### config.mk
export PLATFORM = sky130hd
export DESIGN_NAME = perm_trie_walker
export DESIGN_NICKNAME = d
export VERILOG_FILES = /design/src/rtl/perm_walk_pkg.sv /design/src/rtl/perm_walk_dp.sv /design/src/rtl/perm_walk_ctrl.sv /design/src/rtl/perm_trie_walker.sv
export SDC_FILE = /design/constraint.sdc
export NUM_CORES = 1
export LEC_CHECK = 0
export BUFFER_PORTS_ARGS = -buffer_cell sky130_fd_sc_hd__buf_2
export CORE_ASPECT_RATIO = 0.6
export CORE_UTILIZATION = 40
export DETAILED_ROUTE_END_ITERATION = 10
export PLACE_DENSITY = 0.73
export SYNTH_ARGS = -nofsm -noshare
export SYNTH_HDL_FRONTEND = slang
export SYNTH_SLANG_ARGS = --single-unit
### constraint.sdc
create_clock -name clk -period 5 [get_ports clk]
set_clock_uncertainty 0.1 [all_clocks]
set_input_delay 0.25 -clock clk [delete_from_list [all_inputs] [get_ports clk]]
set_output_delay 0.25 -clock clk [all_outputs]
set_load 0.01 [all_outputs]
### src/rtl/perm_walk_pkg.sv
package perm_walk_pkg;
  localparam int PERM_W = 2;
  localparam int TYPE_W = 2;

  typedef enum logic [1:0] {
    PERM_NONE = 2'b00,
    PERM_RO   = 2'b01,
    PERM_RW   = 2'b10,
    PERM_XR   = 2'b11
  } perm_e;

  typedef enum logic [1:0] {
    KIND_BAD  = 2'd0,
    KIND_DATA = 2'd1,
    KIND_PTR  = 2'd2
  } entry_kind_e;

  typedef enum logic [1:0] {
    LVL_ONE   = 2'd0,
    LVL_TWO   = 2'd1,
    LVL_THREE = 2'd2
  } walk_level_e;

  typedef enum logic [2:0] {
    ST_IDLE,
    ST_LVL1,
    ST_LVL2,
    ST_LVL3,
    ST_DONE
  } walk_state_e;

  typedef struct packed {
    logic        capture;
    logic        loadPtr;
    logic        loadUpperPerm;
    logic        loadLeafPerm;
    logic        loadFault;
    walk_level_e lvl;
  } walk_strobe_t;
endpackage

### src/rtl/perm_walk_dp.sv
module perm_walk_dp
  import perm_walk_pkg::*;
#(
  parameter int ADDR_W      = 32,
  parameter int NUM_DOMAINS = 4,
  parameter int DOM_W       = 2,
  parameter int L1_LSB      = 18,
  parameter int L2_LSB      = 8,
  parameter int L3_LSB      = 6,
  parameter int WORD_LSB    = 2,
  parameter int PTR_ALIGN   = 4
) (
  input  logic                          clk,
  input  logic                          rstN,
  input  walk_strobe_t                  strobe,
  input  logic [ADDR_W-1:0]             reqAddr,
  input  logic [DOM_W-1:0]              reqDomain,
  input  logic [NUM_DOMAINS*ADDR_W-1:0] domainBases,
  input  logic [ADDR_W-1:0]             memRspData,
  output logic [ADDR_W-1:0]             memReqAddr,
  output entry_kind_e                   rspKind,
  output logic [PERM_W-1:0]             donePerm,
  output logic                          doneFault,
  output logic [ADDR_W-1:0]             doneAddr
);
  localparam int FIELD_IDX_W = L3_LSB - WORD_LSB;

  logic [ADDR_W-1:0]      addrQ;
  logic [DOM_W-1:0]       domQ;
  logic [ADDR_W-1:0]      ptrQ;
  logic [PERM_W-1:0]      permQ;
  logic                   faultQ;
  logic [ADDR_W-1:0]      rootBase;
  logic [ADDR_W-1:0]      l1Off, l2Off, l3Off;
  logic [FIELD_IDX_W-1:0] fieldIdx;
  logic [PERM_W-1:0]      leafPerm;

  assign rootBase = domainBases[int'(domQ)*ADDR_W +: ADDR_W];
  assign l1Off    = ADDR_W'({addrQ[ADDR_W-1:L1_LSB], {WORD_LSB{1'b0}}});
  assign l2Off    = ADDR_W'({addrQ[L1_LSB-1:L2_LSB], {WORD_LSB{1'b0}}});
  assign l3Off    = ADDR_W'({addrQ[L2_LSB-1:L3_LSB], {WORD_LSB{1'b0}}});
  assign fieldIdx = addrQ[L3_LSB-1:WORD_LSB];
  assign leafPerm = memRspData[int'(fieldIdx)*PERM_W +: PERM_W];

  always_comb begin
    unique case (strobe.lvl)
      LVL_ONE: memReqAddr = rootBase + l1Off;
      LVL_TWO: memReqAddr = ptrQ + l2Off;
      default: memReqAddr = ptrQ + l3Off;
    endcase
  end

  always_comb begin
    unique case (memRspData[TYPE_W-1:0])
      2'b01:   rspKind = KIND_DATA;
      2'b10:   rspKind = KIND_PTR;
      default: rspKind = KIND_BAD;
    endcase
  end

  always_ff @(posedge clk) begin
    if (!rstN) begin
      addrQ  <= '0;
      domQ   <= '0;
      ptrQ   <= '0;
      permQ  <= PERM_NONE;
      faultQ <= 1'b0;
    end else begin
      if (strobe.capture) begin
        addrQ  <= reqAddr;
        domQ   <= reqDomain;
        faultQ <= 1'b0;
      end
      if (strobe.loadPtr)
        ptrQ <= {memRspData[ADDR_W-1:PTR_ALIGN], {PTR_ALIGN{1'b0}}};
      if (strobe.loadUpperPerm) begin
        permQ  <= memRspData[TYPE_W +: PERM_W];
        faultQ <= 1'b0;
      end
      if (strobe.loadLeafPerm) begin
        permQ  <= leafPerm;
        faultQ <= 1'b0;
      end
      if (strobe.loadFault) begin
        permQ  <= PERM_NONE;
        faultQ <= 1'b1;
      end
    end
  end

  assign donePerm  = permQ;
  assign doneFault = faultQ;
  assign doneAddr  = addrQ;

  AST_ADDR_HELD: assert property (@(posedge clk) disable iff (!rstN)
    !strobe.capture |=> $stable(addrQ));
  AST_FAULT_NO_PERM: assert property (@(posedge clk) disable iff (!rstN)
    faultQ |-> (permQ == PERM_NONE));
endmodule

### src/rtl/perm_walk_ctrl.sv
module perm_walk_ctrl
  import perm_walk_pkg::*;
(
  input  logic         clk,
  input  logic         rstN,
  input  logic         reqValid,
  input  logic         memRspValid,
  input  entry_kind_e  rspKind,
  output logic         reqReady,
  output logic         memReqValid,
  output logic         doneValid,
  output walk_strobe_t strobe
);
  walk_state_e stateQ, stateD;
  logic        issuedQ;
  logic        rspTake;

  assign rspTake     = issuedQ && memRspValid;
  assign reqReady    = (stateQ == ST_IDLE);
  assign doneValid   = (stateQ == ST_DONE);
  assign memReqValid = !issuedQ &&
                       (stateQ == ST_LVL1 || stateQ == ST_LVL2 || stateQ == ST_LVL3);

  always_comb begin
    stateD     = stateQ;
    strobe     = '0;
    strobe.lvl = LVL_ONE;
    unique case (stateQ)
      ST_IDLE: begin
        if (reqValid) begin
          strobe.capture = 1'b1;
          stateD         = ST_LVL1;
        end
      end
      ST_LVL1, ST_LVL2: begin
        strobe.lvl = (stateQ == ST_LVL1) ? LVL_ONE : LVL_TWO;
        if (rspTake) begin
          unique case (rspKind)
            KIND_DATA: begin
              strobe.loadUpperPerm = 1'b1;
              stateD               = ST_DONE;
            end
            KIND_PTR: begin
              strobe.loadPtr = 1'b1;
              stateD         = (stateQ == ST_LVL1) ? ST_LVL2 : ST_LVL3;
            end
            default: begin
              strobe.loadFault = 1'b1;
              stateD           = ST_DONE;
            end
          endcase
        end
      end
      ST_LVL3: begin
        strobe.lvl = LVL_THREE;
        if (rspTake) begin
          strobe.loadLeafPerm = 1'b1;
          stateD              = ST_DONE;
        end
      end
      ST_DONE: stateD = ST_IDLE;
      default: stateD = ST_IDLE;
    endcase
  end

  always_ff @(posedge clk) begin
    if (!rstN) begin
      stateQ  <= ST_IDLE;
      issuedQ <= 1'b0;
    end else begin
      stateQ <= stateD;
      if (memReqValid)
        issuedQ <= 1'b1;
      else if (rspTake)
        issuedQ <= 1'b0;
    end
  end

  AST_SINGLE_READ: assert property (@(posedge clk) disable iff (!rstN)
    memReqValid |=> !memReqValid);
  AST_NO_READ_IDLE: assert property (@(posedge clk) disable iff (!rstN)
    reqReady |-> !memReqValid);
  AST_BUSY_AFTER_ACCEPT: assert property (@(posedge clk) disable iff (!rstN)
    (reqValid && reqReady) |=> !reqReady);
  AST_DONE_PULSE: assert property (@(posedge clk) disable iff (!rstN)
    doneValid |=> !doneValid);
endmodule

### src/rtl/perm_trie_walker.sv
module perm_trie_walker
  import perm_walk_pkg::*;
#(
  parameter int ADDR_W      = 32,
  parameter int NUM_DOMAINS = 4,
  parameter int L1_LSB      = 18,
  parameter int L2_LSB      = 8,
  parameter int L3_LSB      = 6,
  parameter int WORD_LSB    = 2,
  parameter int PTR_ALIGN   = 4,
  localparam int DOM_W      = (NUM_DOMAINS > 1) ? $clog2(NUM_DOMAINS) : 1
) (
  input  logic                          clk,
  input  logic                          rstN,
  input  logic                          reqValid,
  output logic                          reqReady,
  input  logic [ADDR_W-1:0]             reqAddr,
  input  logic [DOM_W-1:0]              reqDomain,
  input  logic [NUM_DOMAINS*ADDR_W-1:0] domainBases,
  output logic                          memReqValid,
  output logic [ADDR_W-1:0]             memReqAddr,
  input  logic                          memRspValid,
  input  logic [ADDR_W-1:0]             memRspData,
  output logic                          doneValid,
  output logic [PERM_W-1:0]             donePerm,
  output logic                          doneFault,
  output logic [ADDR_W-1:0]             doneAddr
);
  walk_strobe_t strobe;
  entry_kind_e  rspKind;

  perm_walk_ctrl u_ctrl (
    .clk         (clk),
    .rstN        (rstN),
    .reqValid    (reqValid),
    .memRspValid (memRspValid),
    .rspKind     (rspKind),
    .reqReady    (reqReady),
    .memReqValid (memReqValid),
    .doneValid   (doneValid),
    .strobe      (strobe)
  );

  perm_walk_dp #(
    .ADDR_W      (ADDR_W),
    .NUM_DOMAINS (NUM_DOMAINS),
    .DOM_W       (DOM_W),
    .L1_LSB      (L1_LSB),
    .L2_LSB      (L2_LSB),
    .L3_LSB      (L3_LSB),
    .WORD_LSB    (WORD_LSB),
    .PTR_ALIGN   (PTR_ALIGN)
  ) u_dp (
    .clk         (clk),
    .rstN        (rstN),
    .strobe      (strobe),
    .reqAddr     (reqAddr),
    .reqDomain   (reqDomain),
    .domainBases (domainBases),
    .memRspData  (memRspData),
    .memReqAddr  (memReqAddr),
    .rspKind     (rspKind),
    .donePerm    (donePerm),
    .doneFault   (doneFault),
    .doneAddr    (doneAddr)
  );
endmodule

==> metrics <==
kind of critical path=flip-flop to output pin; hold path startpoint=reqAddr[4]; distinct cell type count after synthesis=64; antenna violations before repair=0; final hold violation count=0; fraction of layout instances using a drive strength above 1=35.6%; average wire per standard cell=17.4 um; Crit. End Element=output pin; routability congestion estimate=0.923; Post-Route WL=20.1 mm; Die Y-Extent=97.0 um; Slew Limit Headroom=24.9%; nature of the critical path startpoint=flip-flop; signed area change from the synthesized netlist to the final layout=28.8%; Remaining DRCs=0; Gate Count Post-Synth=706; buffer type at the clock tree root=clkbuf_16; number of antenna-violating nets in the routed design=0; floorplan core area=14600 sq um; max-slew violations=0; RSZ-0062 raised after global routing=false; worst-margin pin slew=1.12 ns; part of the cycle the worst path needs=88.1%; input/output buffers=267; post-synthesis compound-gate area fraction=22.7%; Post-Syn Nets=930; Synth Area in XOR/XNOR=5.68%; Main synth FF type=dfxtp_1; x dimension of the die=160 um; post-synthesis share of cell area spent on full adders, half adders and majority gates=5.66%; WHS Path Cells=3; count of pins on the block boundary=268; mean instance size in the synthesized netlist=8.52 sq um; P_leak=3.28 nW; leading post-synthesis cells by cell area=dfxtp_1 23%, mux4_2 11%, nand2_1 10%; Power per Cell Area=240 nW/um^2; final setup TNS=0 ns; ratio of routed vias to standard cells=5.49; Detailed Route Iter0 Violations=408; main combinational cell family by area after synthesis=compound AO/OA/AOI/OAI gates; Crit Reg-Reg Endpoint=u_dp.ptrQ[28]; multiplexer share of the synthesized area=19.0%; CTS max path bufs=2; commonest non-fill, non-tap cell in the layout=buf_2; async set-or-reset flop fraction in the synthesized netlist=0%; data required time at the worst endpoint=4.65 ns; DRT Pass-1 Iters=5; dominant cell type by area after synthesis=dfxtp_1; yosys warns=0; number of vias after detailed routing=6320; hold bufs inserted after CTS=0; total of max-cap violations=0; result of the run=completed; critical register-to-register path startpoint=u_ctrl.stateQ[0]; count of flip-flops with a built-in enable after synthesis=0; maximum fanout along the worst path=26; number of levels the H-tree was split into=3; clock-pin slew of the registers on the worst-case setup and hold paths=0.06 ns; data arrival time of the critical path=4.06 ns; buffer count from post-CTS setup fixing=0; count of endpoints failing setup in the final report=0; peak supply drop=0.159 mV; via count of the first global-routing pass=6171; post-synthesis sequential area ratio=23.0%; final global-route overflow total=0; GRT Total Usage=25.7%; pin count of the biggest net entering global routing=69; minimum setup slack among reg-to-reg paths=2.70 ns; Tmin final=4.41 ns; summed instance area of the synthesized netlist=6010 sq um; Synth top area share=23.0%; # rows=34; Clk Latency, worst-skew pair=0.33 ns; final net count=1173; Hold WS=0.0615 ns; first-pass GRT wire length=31.6 mm; path depth of the worst reg2reg path=5; count of antenna diodes in the layout=0; die area=15500 sq um; top library cells by usage in the layout, fill and taps aside=267 x buf_2, 162 x nand2_1, 68 x dfxtp_1; clock sink total=69; CTS-repair resized insts=0; CTS tree=yes; DPL Wire Length=16.5 mm; Max Clk Rate=0.227 GHz; Final Core Density=53.1%; endpoint of the worst hold-timing path=u_dp.doneAddr[4]; number of register bits inferred by synthesis=69; TritonCTS Buffers=9; fraction of the mapped netlist area in simple logic gates=19.3%; kind of path behind the tightest hold check=primary input to flip-flop; initial cell density of the core=41.2%
-- registers in the layout (all words and copies together), names as in the netlist --
register and cells:
u_dp.doneFault 1, u_dp.domQ 2, u_dp.ptrQ 28, u_ctrl.issuedQ 1, u_dp.donePerm 2, u_ctrl.stateQ 3, u_dp.doneAddr 32
-- worst max-delay path, cell delays in order (launching register included) --
cell and delay (ns):
dfxtp_2 0.49, buf_4 0.45, mux4_2 0.57, ha_1 0.36
nand2_1 0.11, a211oi_1 0.21, o21ai_1 0.31, a31oi_1 0.48
mux2_2 0.40, a211oi_2 0.16, buf_2 0.17
-- report_power, final --
group / internal, mW / switching, mW / total, mW
Combinational: 0.297 / 0.350 / 0.648
Sequential: 0.574 / 0.0342 / 0.608
Clock: 0.347 / 0.255 / 0.602
Total: 1.22 / 0.639 / 1.86
-- per-layer routing --
layer  track usage (%)  up-vias  routed length, um
met4              6.01        0                250
met5                 0        -                  0
met2              42.2      258               9090
met3              5.40       17               1620
li1                  -     3069                  -
met1              34.4     2976               9090
-- worst max path at each step --
stage	startpoint	end	slack, ns	cells past startpoint
global route	u_dp.domQ[0]	memReqAddr[26]	0.38	10
global placement	u_dp.domQ[0]	memReqAddr[31]	1.09	10
detailed placement	u_dp.domQ[0]	memReqAddr[31]	0.97	10
finish	u_dp.domQ[0]	memReqAddr[31]	0.59	10
floorplan	u_dp.domQ[0]	memReqAddr[25]	1.12	13
CTS	u_dp.domQ[0]	memReqAddr[31]	0.59	10
-- kinds of logic after synthesis --
kind of cell	count (synthesis)
AND/OR/NAND/NOR	253
AO/OA/AOI/OAI	194
flip-flops	69
buffers and inverters	65
multiplexers	60
XOR/XNOR	39
adder cells (fa/ha/maj)	26
-- area by class of cell --
type                       count  area [sq um]
fill                        1423          6850
multi-input combinational    572          4360
timing repair buffer         276          1400
sequential                    69          1380
tap                          198           248
clock buffer                  10           239
inverter                      21          78.8
clock inverter                 5          36.3
-- synth_stat cells, types with 11 or more instances --
| library cell | number |
|---|---|
| nand2_1 | 162 |
| nor2_1 | 16 |
| a21oi_1 | 27 |
| a211oi_1 | 17 |
| xnor2_1 | 29 |
| clkbuf_1 | 31 |
| a21boi_0 | 64 |
| nand3_1 | 11 |
| inv_1 | 21 |
| o21ai_0 | 29 |
| ha_1 | 24 |
| nor3_1 | 15 |
| mux4_2 | 30 |
| dfxtp_1 | 69 |
| mux2i_1 | 17 |
-- stage by stage --
step	setup slack [ns]	cell area [sq um]	cells	power, mW
finish	0.594	7740	1151	1.86
CTS	0.594	7740	1151	1.87
detailed placement	0.965	7470	1136	1.27
floorplan	1.12	6010	706	1.01
global route	0.377	7740	1151	1.96
global placement	1.09	7470	1136	1.26
(Power assumes the default switching activity.)
